[src/rtl/mulseq_pkg.sv]
package mulseq_pkg;

    typedef struct packed {
        logic busy;
        logic done;
    } run_flags_t;

endpackage

[src/rtl/mulseq_ctrl.sv]
module mulseq_ctrl #(
    parameter int WIDTH = 32
) (
    input  logic clk,
    input  logic rst_n,
    input  logic start,
    output logic load,
    output logic step,
    output logic busy,
    output logic done
);
    import mulseq_pkg::*;

    localparam int CW = (WIDTH > 1) ? $clog2(WIDTH) : 1;
    localparam logic [CW-1:0] LAST = CW'(WIDTH - 1);

    typedef struct packed {
        run_flags_t   flags;
        logic [CW-1:0] cnt;
    } ctrl_t;

    ctrl_t st_d, st_q;
    logic  load_d;

    always_comb begin
        st_d            = st_q;
        st_d.flags.done = 1'b0;
        load_d          = 1'b0;
        if (!st_q.flags.busy) begin
            if (start) begin
                st_d.flags.busy = 1'b1;
                st_d.cnt        = '0;
                load_d          = 1'b1;
            end
        end else begin
            st_d.cnt = st_q.cnt + 1'b1;
            if (st_q.cnt == LAST) begin
                st_d.flags.busy = 1'b0;
                st_d.flags.done = 1'b1;
                st_d.cnt        = '0;
            end
        end
    end

    always_ff @(posedge clk or negedge rst_n) begin
        if (!rst_n) begin
            st_q <= '0;
        end else begin
            st_q <= st_d;
        end
    end

    assign load = load_d;
    assign step = st_q.flags.busy;
    assign busy = st_q.flags.busy;
    assign done = st_q.flags.done;

endmodule

[src/rtl/mulseq_datapath.sv]
module mulseq_datapath #(
    parameter int WIDTH = 32
) (
    input  logic               clk,
    input  logic               rst_n,
    input  logic               load,
    input  logic               step,
    input  logic [WIDTH-1:0]   mcand_in,
    input  logic [WIDTH-1:0]   mplier_in,
    output logic [2*WIDTH-1:0] prod
);
    localparam int PW = 2 * WIDTH;

    typedef struct packed {
        logic [PW-1:0]    prod;
        logic [WIDTH-1:0] mcand;
    } dp_t;

    dp_t            dp_d, dp_q;
    logic [WIDTH:0] sum_d;
    logic [WIDTH:0] addend_d;

    always_comb begin
        dp_d     = dp_q;
        addend_d = dp_q.prod[0] ? {1'b0, dp_q.mcand} : '0;
        sum_d    = {1'b0, dp_q.prod[PW-1:WIDTH]} + addend_d;
        if (load) begin
            dp_d.mcand = mcand_in;
            dp_d.prod  = {{WIDTH{1'b0}}, mplier_in};
        end else if (step) begin
            dp_d.prod = {sum_d, dp_q.prod[WIDTH-1:1]};
        end
    end

    always_ff @(posedge clk or negedge rst_n) begin
        if (!rst_n) begin
            dp_q <= '0;
        end else begin
            dp_q <= dp_d;
        end
    end

    assign prod = dp_q.prod;

endmodule

[src/rtl/mulseq_fit.sv]
module mulseq_fit #(
    parameter int WIDTH = 32
) (
    input  logic [WIDTH-1:0] upper,
    output logic             fits
);
    always_comb begin
        fits = ~(|upper);
    end

endmodule

[src/rtl/shift_add_mul.sv]
module shift_add_mul #(
    parameter int WIDTH = 32
) (
    input  logic             clk,
    input  logic             rst_n,
    input  logic             start,
    input  logic [WIDTH-1:0] op_a,
    input  logic [WIDTH-1:0] op_b,
    output logic             busy,
    output logic             done,
    output logic [WIDTH-1:0] hi,
    output logic [WIDTH-1:0] lo,
    output logic             fits
);
    logic               load_w;
    logic               step_w;
    logic [2*WIDTH-1:0] prod_w;

    mulseq_ctrl #(.WIDTH(WIDTH)) u_ctrl (
        .clk   (clk),
        .rst_n (rst_n),
        .start (start),
        .load  (load_w),
        .step  (step_w),
        .busy  (busy),
        .done  (done)
    );

    mulseq_datapath #(.WIDTH(WIDTH)) u_dp (
        .clk       (clk),
        .rst_n     (rst_n),
        .load      (load_w),
        .step      (step_w),
        .mcand_in  (op_a),
        .mplier_in (op_b),
        .prod      (prod_w)
    );

    assign hi = prod_w[2*WIDTH-1:WIDTH];
    assign lo = prod_w[WIDTH-1:0];

    mulseq_fit #(.WIDTH(WIDTH)) u_fit (
        .upper (hi),
        .fits  (fits)
    );

endmodule

[config.mk]
export PLATFORM = sky130hd
export DESIGN_NAME = shift_add_mul
export DESIGN_NICKNAME = d
export VERILOG_FILES = /design/src/rtl/mulseq_pkg.sv /design/src/rtl/mulseq_ctrl.sv /design/src/rtl/mulseq_datapath.sv /design/src/rtl/mulseq_fit.sv /design/src/rtl/shift_add_mul.sv
export SDC_FILE = /design/constraint.sdc
export NUM_CORES = 1
export LEC_CHECK = 0
export BUFFER_PORTS_ARGS = -buffer_cell sky130_fd_sc_hd__clkbuf_2
export CELL_PAD_IN_SITES_DETAIL_PLACEMENT = 1
export CELL_PAD_IN_SITES_GLOBAL_PLACEMENT = 1
export CORE_ASPECT_RATIO = 1.5
export CORE_MARGIN = 1.5
export CORE_UTILIZATION = 38
export CTS_CLUSTER_DIAMETER = 150
export DETAILED_ROUTE_END_ITERATION = 10
export GPL_ROUTABILITY_DRIVEN = 0
export PLACE_DENSITY = 0.75
export SLEW_MARGIN = 20
export SYNTH_ARGS = -nofsm -noshare
export SYNTH_HDL_FRONTEND = slang
export SYNTH_SLANG_ARGS = --single-unit
[constraint.sdc]
create_clock -name clk -period 3 [get_ports clk]
set_clock_uncertainty 0.2 [all_clocks]
set_input_delay 0.45 -clock clk [delete_from_list [all_inputs] [get_ports clk]]
set_output_delay 0.45 -clock clk [all_outputs]
set_load 0.01 [all_outputs]
## Yosys cells after proc, flatten, opt, wreduce, memory -nomap -nowiden

Index checks and enable logic that the tools add are counted.
W data, S select, Z words.

| word-level totals | value |
|---|---|
| bits in registers | 103 |
| input bits | 67 |
| output and inout port bits | 67 |
| word-level logic and storage cells | 22 |

| cells by class | value |
|---|---|
| add/sub/neg operators | 2 |
| equality and inequality tests | 1 |
| muxes and demuxes | 10 |
| bitwise logic cells | 1 |
| reductions and logical operators | 3 |

Operators with widths:

| kind | number |
|---|---|
| $mux W64 | 2 |
| $add A32 B33 Y33 | 1 |
| $mux W32 | 1 |
| $reduce_or A32 Y1 | 1 |
| $mux W5 | 2 |
| $mux W7 | 1 |
| $add A5 B1 Y5 const B | 1 |
| $eq A5 B5 Y1 const B | 1 |
| $mux W1 | 4 |
| $reduce_bool A2 Y1 | 2 |
| $not A1 Y1 | 1 |

## Depth between registers and ports, before layout

| depth | value |
|---|---|
| word-level depth | 4 |
| mapped depth | 13 |
| mapped depth without buffers | 12 |

## Cells and area by module

A second synthesis with hierarchy kept.

| unflattened totals | value |
|---|---|
| cells, all modules | 705 |
| area, all modules | 6,712.7 um^2 |

Modules (own cells, without submodules):

| module | instances | cells an instance | area each (um^2) | seq. area each (um^2) |
|---|---|---|---|---|
| mulseq_datapath | 1 | 661 | 6,279.8 | 2,402.3 |
| mulseq_ctrl | 1 | 33 | 360.3 | 175.2 |
| mulseq_fit | 1 | 11 | 72.6 | 0.0 |

## Worst setup path before layout

No wires, ideal clock.

| timing | value |
|---|---|
| path type | flip-flop to flip-flop |
| start | reg u_dp.dp_q (netlist bit u_dp.prod[0]) |
| end | reg u_dp.dp_q (netlist bit u_dp.prod[57]) |
| library setup time | 69 ps |
| arrival time | 2,706 ps |
| required time | 2,731 ps |
| path slack | 26 ps |
| cell stages (with the launch flop) | 14 |
| path buffers | 1 |
| period minus slack after synthesis | 2,974 ps |
| path through | dfrtp_1 clkbuf_1 and2_1 ha_1 inv_1 fa_1 nor2b_1 o2111ai_1 a21oi_1 nand3_1 a21oi_1 a31oi_1 or3_1 nand3_1 |

| between the ends | value |
|---|---|
| word-level cells in the longest chain between the ends | 4 |

Ends and longest elaborated chain:

| item | RTL line | source |
|---|---|---|
| start: declaration | mulseq_datapath.sv:19 | `dp_t dp_d, dp_q;` |
| start signal: assignment | mulseq_datapath.sv:39 | `dp_q <= dp_d;` |
| $mux W32 | mulseq_datapath.sv:25 | `addend_d = dp_q.prod[0] ? {1'b0, dp_q.mcand} : '0;` |
| $add A32 B33 Y33 | mulseq_datapath.sv:26 | `sum_d = {1'b0, dp_q.prod[PW-1:WIDTH]} + addend_d;` |
| $mux W64 | mulseq_datapath.sv:30 | `end else if (step) begin` |
| $mux W64 | mulseq_datapath.sv:27 | `if (load) begin` |

No other way between the ends. The select of a mux whose other input is x is not followed.
A chain may end at the register's enable or synchronous reset.

## Worst setup path after layout

Ends and elaborated chain as after synthesis.

==> tab_implementation.tex <==
\begin{tabular}{lr}
\hline
Metric & Value \\
\hline
\multicolumn{2}{l}{\textbf{Logic synthesis}} \\
Share of synthesized cell area in and, or, nand and nor gates & 0.154 \\
Compound-cell area share of the yosys netlist & 0.149 \\
Number of warnings issued by yosys & 0 \\
Portion of the post-synthesis area used by sequential elements & 0.382 \\
Post-synthesis cell area & 6740 um\^{}2 \\
Share of synthesized registers carrying an async set or reset & 1.00 \\
Cell taking the most area after synthesis & dfrtp\_1 \\
Main synth FF type & dfrtp\_1 \\
Cells after Synth & approximately 700 \\
Xor/xnor share of the synthesized area & 0.0364 \\
Leading post-synthesis cells by cell area & dfrtp\_1, buf\_4, ha\_1 \\
Synthesized area per cell & 9.43 um\^{}2 \\
Number of enable-type register cells in the synthesized netlist & 0 \\
Synth Net Count & 817 \\
Portion of netlist area occupied by mux cells & 0.106 \\
Dominant combinational cell family by area after synthesis & simple AND/OR/NAND/NOR gates \\
Flop and latch count out of synthesis & 103 \\
Adder and majority cell fraction of the synthesized area & 0.0660 \\
Number of distinct library cells after synthesis & 56 \\
Area share of the largest cell type after synthesis & 0.382 \\
\multicolumn{2}{l}{\textbf{Pwr}} \\
Power dissipated by switching net loads & 4.11 mW \\
Fraction of power consumed by sequential logic & 0.289 \\
Clock power share & 0.132 \\
Pwr Density & 1200 nW/um\^{}2 \\
Worst-case vdd ir drop & between 0.4 and 0.5 mV \\
Design internal power & between 5 and 6 mW \\
Switching share of power & 0.433 \\
Relative contribution of combinational cells to total power & 0.579 \\
Standby leakage power & 3.77 nW \\
\multicolumn{2}{l}{\textbf{Routing}} \\
Count of vias placed by the detailed router & 5,552 \\
M1 wire length & 7440 um \\
First-iteration detailed-routing DRC count & 293 \\
Met2 Wirelength & 9930 um \\
Routed Wire Length & 18,700 um \\
Drc violations & 0 \\
Vias per std cell & between 5 and 6 \\
Number of nets with antenna violations after routing & 0 \\
First drt pass iteration count & 4 \\
Wire length per cell after detailed routing & 18.2 um \\
Total length of routed met3 wires & 787 um \\
Top layer used by detailed routing & met4 \\
\multicolumn{2}{l}{\textbf{Worst setup path}} \\
Worst path buffer plus inverter count & 1 \\
Dominant delay contributor by cell family on the critical path & simple AND/OR/NAND/NOR gates \\
WP data arrival & around 3 ns \\
Endpoint type of the worst setup path & register \\
CP Cell Sequence & and2\_1 -> ha\_2 -> inv\_1 -> fa\_2 -> nor2b\_2 -> o2111ai\_2 -> a21oi\_2 -> nand3\_2 -> a21oi\_4 -> a31oi\_2 -> or3\_1 -> nand3\_1 \\
Slowest cell on crit path & dfrtp\_1 \\
Start-to-end type of the worst setup path & reg -> reg \\
Delay of the slowest cell on the worst path & $\sim$0.39 ns \\
Largest fanout on the critical path & 3 \\
Critical Path Source Type & register \\
CP Data Required Time & a little over 3 ns \\
\multicolumn{2}{l}{\textbf{Timing}} \\
Number of endpoints with negative hold slack in the final report & 0 \\
RSZ-0062 raised after global routing & true \\
Final setup vio count & 0 \\
Min Tclk post-route & 2.92 ns \\
Worst-case hold slack & 0.115 ns \\
Slew at the pin closest to its max-slew limit & 0.667 ns \\
Final worst-path setup slack & 0.0842 ns \\
Headroom to the max-slew limit & 0.556 \\
Share of the clock period used by the worst path & 0.972 \\
Max-slew violation count & 0 \\
FMAX & roughly 340 MHz \\
\multicolumn{2}{l}{\textbf{GRT}} \\
Antenna violations before repair & 0 \\
Pin count of the biggest net entering global routing & 56 \\
Via count of the first global-routing pass & approximately 6,100 \\
Global router's overall resource usage & 0.206 \\
Global-route wire length before repair & approximately 31,000 um \\
Grt ovf & 0 \\
\multicolumn{2}{l}{\textbf{CTS}} \\
CTS Root Buffer Type & clkbuf\_16 \\
Maximum clock path buffer count & 2 \\
Clock input transition at the sequential cells of the worst setup and hold paths & 0.07 ns \\
Num CTS Buffers & 9 \\
Total clock sinks & 103 \\
CTS tree & done \\
Number of H-tree levels & 3 \\
Worst skew pair latency & 0.36 ns \\
\multicolumn{2}{l}{\textbf{Cells and area}} \\
Synthesis-to-finish area growth & 17.0\% \\
Ratio of cells with drive above 1 in the final layout & 0.333 \\
Number of inserted diodes & 0 \\
Final cell count without fillers & around 1,000 \\
Final Net Count & 910 \\
Number of fillers in the final layout & $\sim$2,000 \\
\multicolumn{2}{l}{\textbf{Die}} \\
Die extent in x & 112 um \\
Placeable core region & 17,300 um\^{}2 \\
Die height & 166 um \\
Die Outline Area & 18,600 um\^{}2 \\
Effective utilization at floorplan & 0.389 \\
Boundary pin count & around 130 \\
Floorplan row count & 59 \\
\multicolumn{2}{l}{\textbf{Run status}} \\
Result of the run & finished clean \\
\multicolumn{2}{l}{\textbf{Place}} \\
Number of port buffers & 133 \\
Number of instances in the placed design & 1,007 \\
Post-detailed-placement half-perimeter wirelength & 14,100 um \\
Post-Place Worst Slack & -0.106 ns \\
\multicolumn{2}{l}{\textbf{Hold path}} \\
Class of the most critical hold timing path & in -> reg \\
\multicolumn{2}{l}{\textbf{Job}} \\
Number of max-cap violations & 0 \\
\hline
\end{tabular}
## worst register-to-register path, delay by kind of cell, from the launching register on
kind | cells | cell delay, ns
buffers and inverters | 1 | 0.06
AND/OR/NAND/NOR | 5 | 0.90
adder cells (fa/ha/maj) | 2 | 0.56
flip-flops | 1 | 0.39
AO/OA/AOI/OAI | 4 | 0.75
## Yosys cell counts (5+ instances only)
library cell	number
o21ai_1	14
nor2b_1	5
mux2i_1	34
mux2_2	32
dfrtp_1	103
nand3_1	9
buf_4	64
a21oi_1	35
xor2_1	15
nor4_1	8
a31oi_1	6
a21o_1	11
xnor2_1	13
buf_6	5
nor2_1	22
nand2b_1	6
inv_1	8
o21ai_0	68
and3_1	11
and2_1	33
nand4_1	7
ha_1	34
nand2_1	89
clkbuf_1	26
## layout by cell type, fill, tap and decap left out, drive strengths merged, types with 4 or more instances in the layout
cell type  netlist  final
and2            34     34
nand2b           6      6
mux2            33     33
mux2i           34     34
o21a             4      4
or3              4      4
nor4             8      8
a22o             4      4
xnor2           13     13
xor2            15     15
a21oi           35     35
nand4            7      7
a31oi            7      7
dfrtp          103    103
and3            11     11
inv              8      8
nand2           89     89
nor2b            6      6
nand3            9      9
a21o            12     12
o21ai           83     83
o31ai            4      4
buf             71     48
ha              34     34
nor2            23     23
clkbuf          27    145
## cells by family (layout without fill, tap and decap cells)
kind of cell / after synthesis / count (layout)
compound gates: 167 / 167
simple gates: 208 / 208
flops: 103 / 103
xor+xnor: 28 / 28
fa+ha+maj: 35 / 35
mux: 67 / 67
buf+inv: 107 / 205
## power groups by stage
stage                     Clock [mW]  Combinational, mW  Sequential [mW]
after floorplan                    0               4.07             2.51
after global placement             0               5.07             2.74
after detailed placement           0               5.21             2.76
after CTS                       1.28               5.28             2.74
after global routing            1.33               6.08             2.86
final                           1.25               5.49             2.74
## worst paths after layout
| path | end | cells past startpoint | slack (ns) | start |
|---|---|---|---|---|
| max | u_dp.prod[57] | 12 | 0.08 | u_dp.prod[0] |
| min | u_dp.dp_q[15] | 2 | 0.12 | op_a[15] |
| max reg2reg | u_dp.prod[57] | 12 | 0.08 | u_dp.prod[0] |
| min reg2reg | u_dp.dp_q[21] | 1 | 0.30 | u_dp.dp_q[21] |
| max in group asynchronous | u_dp.dp_q[17] | 3 | 1.49 | rst_n |
| min in group asynchronous | u_dp.prod[13] | 2 | 0.46 | rst_n |
## registers in the layout (all words and copies together) (netlist names)
name / flops
u_ctrl.st_q: 5
u_dp.dp_q: 32
u_ctrl.done: 1
u_dp.prod: 64
u_ctrl.busy: 1
## layout make-up
class,instances,area (um^2),area share
multi-input combinational,505,3640,0.461
sequential,103,2580,0.327
timing repair buffer,181,1070,0.135
clock buffer,13,270,0.0342
tap,213,267,0.0338
clock inverter,3,40.0,0.00507
inverter,8,30.0,0.00380
## metal layers
metal | GRT usage | up-vias
met5 | 0 | -
met4 | 0.100 | 0
met3 | 0.0263 | 32
met2 | 0.376 | 149
met1 | 0.235 | 2742
li1 | - | 2629
## stage by stage
step | utilization | power (mW) | area, um^2 | setup TNS, ns
2_1_floorplan | - | 6.58 | 6740 | 0
3_3_place_gp | 0.425 | 7.81 | 7370 | 0
3_5_place_dp | 0.425 | 7.96 | 7370 | -0.289
4_1_cts | 0.445 | 9.29 | 7720 | -0.00761
5_1_grt | 0.455 | 10.3 | 7890 | -0.113
6_report | 0.455 | 9.48 | 7890 | 0
## timing repair
item	CTS	global route
resized for setup	5	31
pin swaps	0	7
setup endpoints to repair	8	15
endpoints found under the hold margin	44	0
buffers inserted	0	2
hold buffers	1	0
Note: power is estimated with default switching activity, not from simulation.
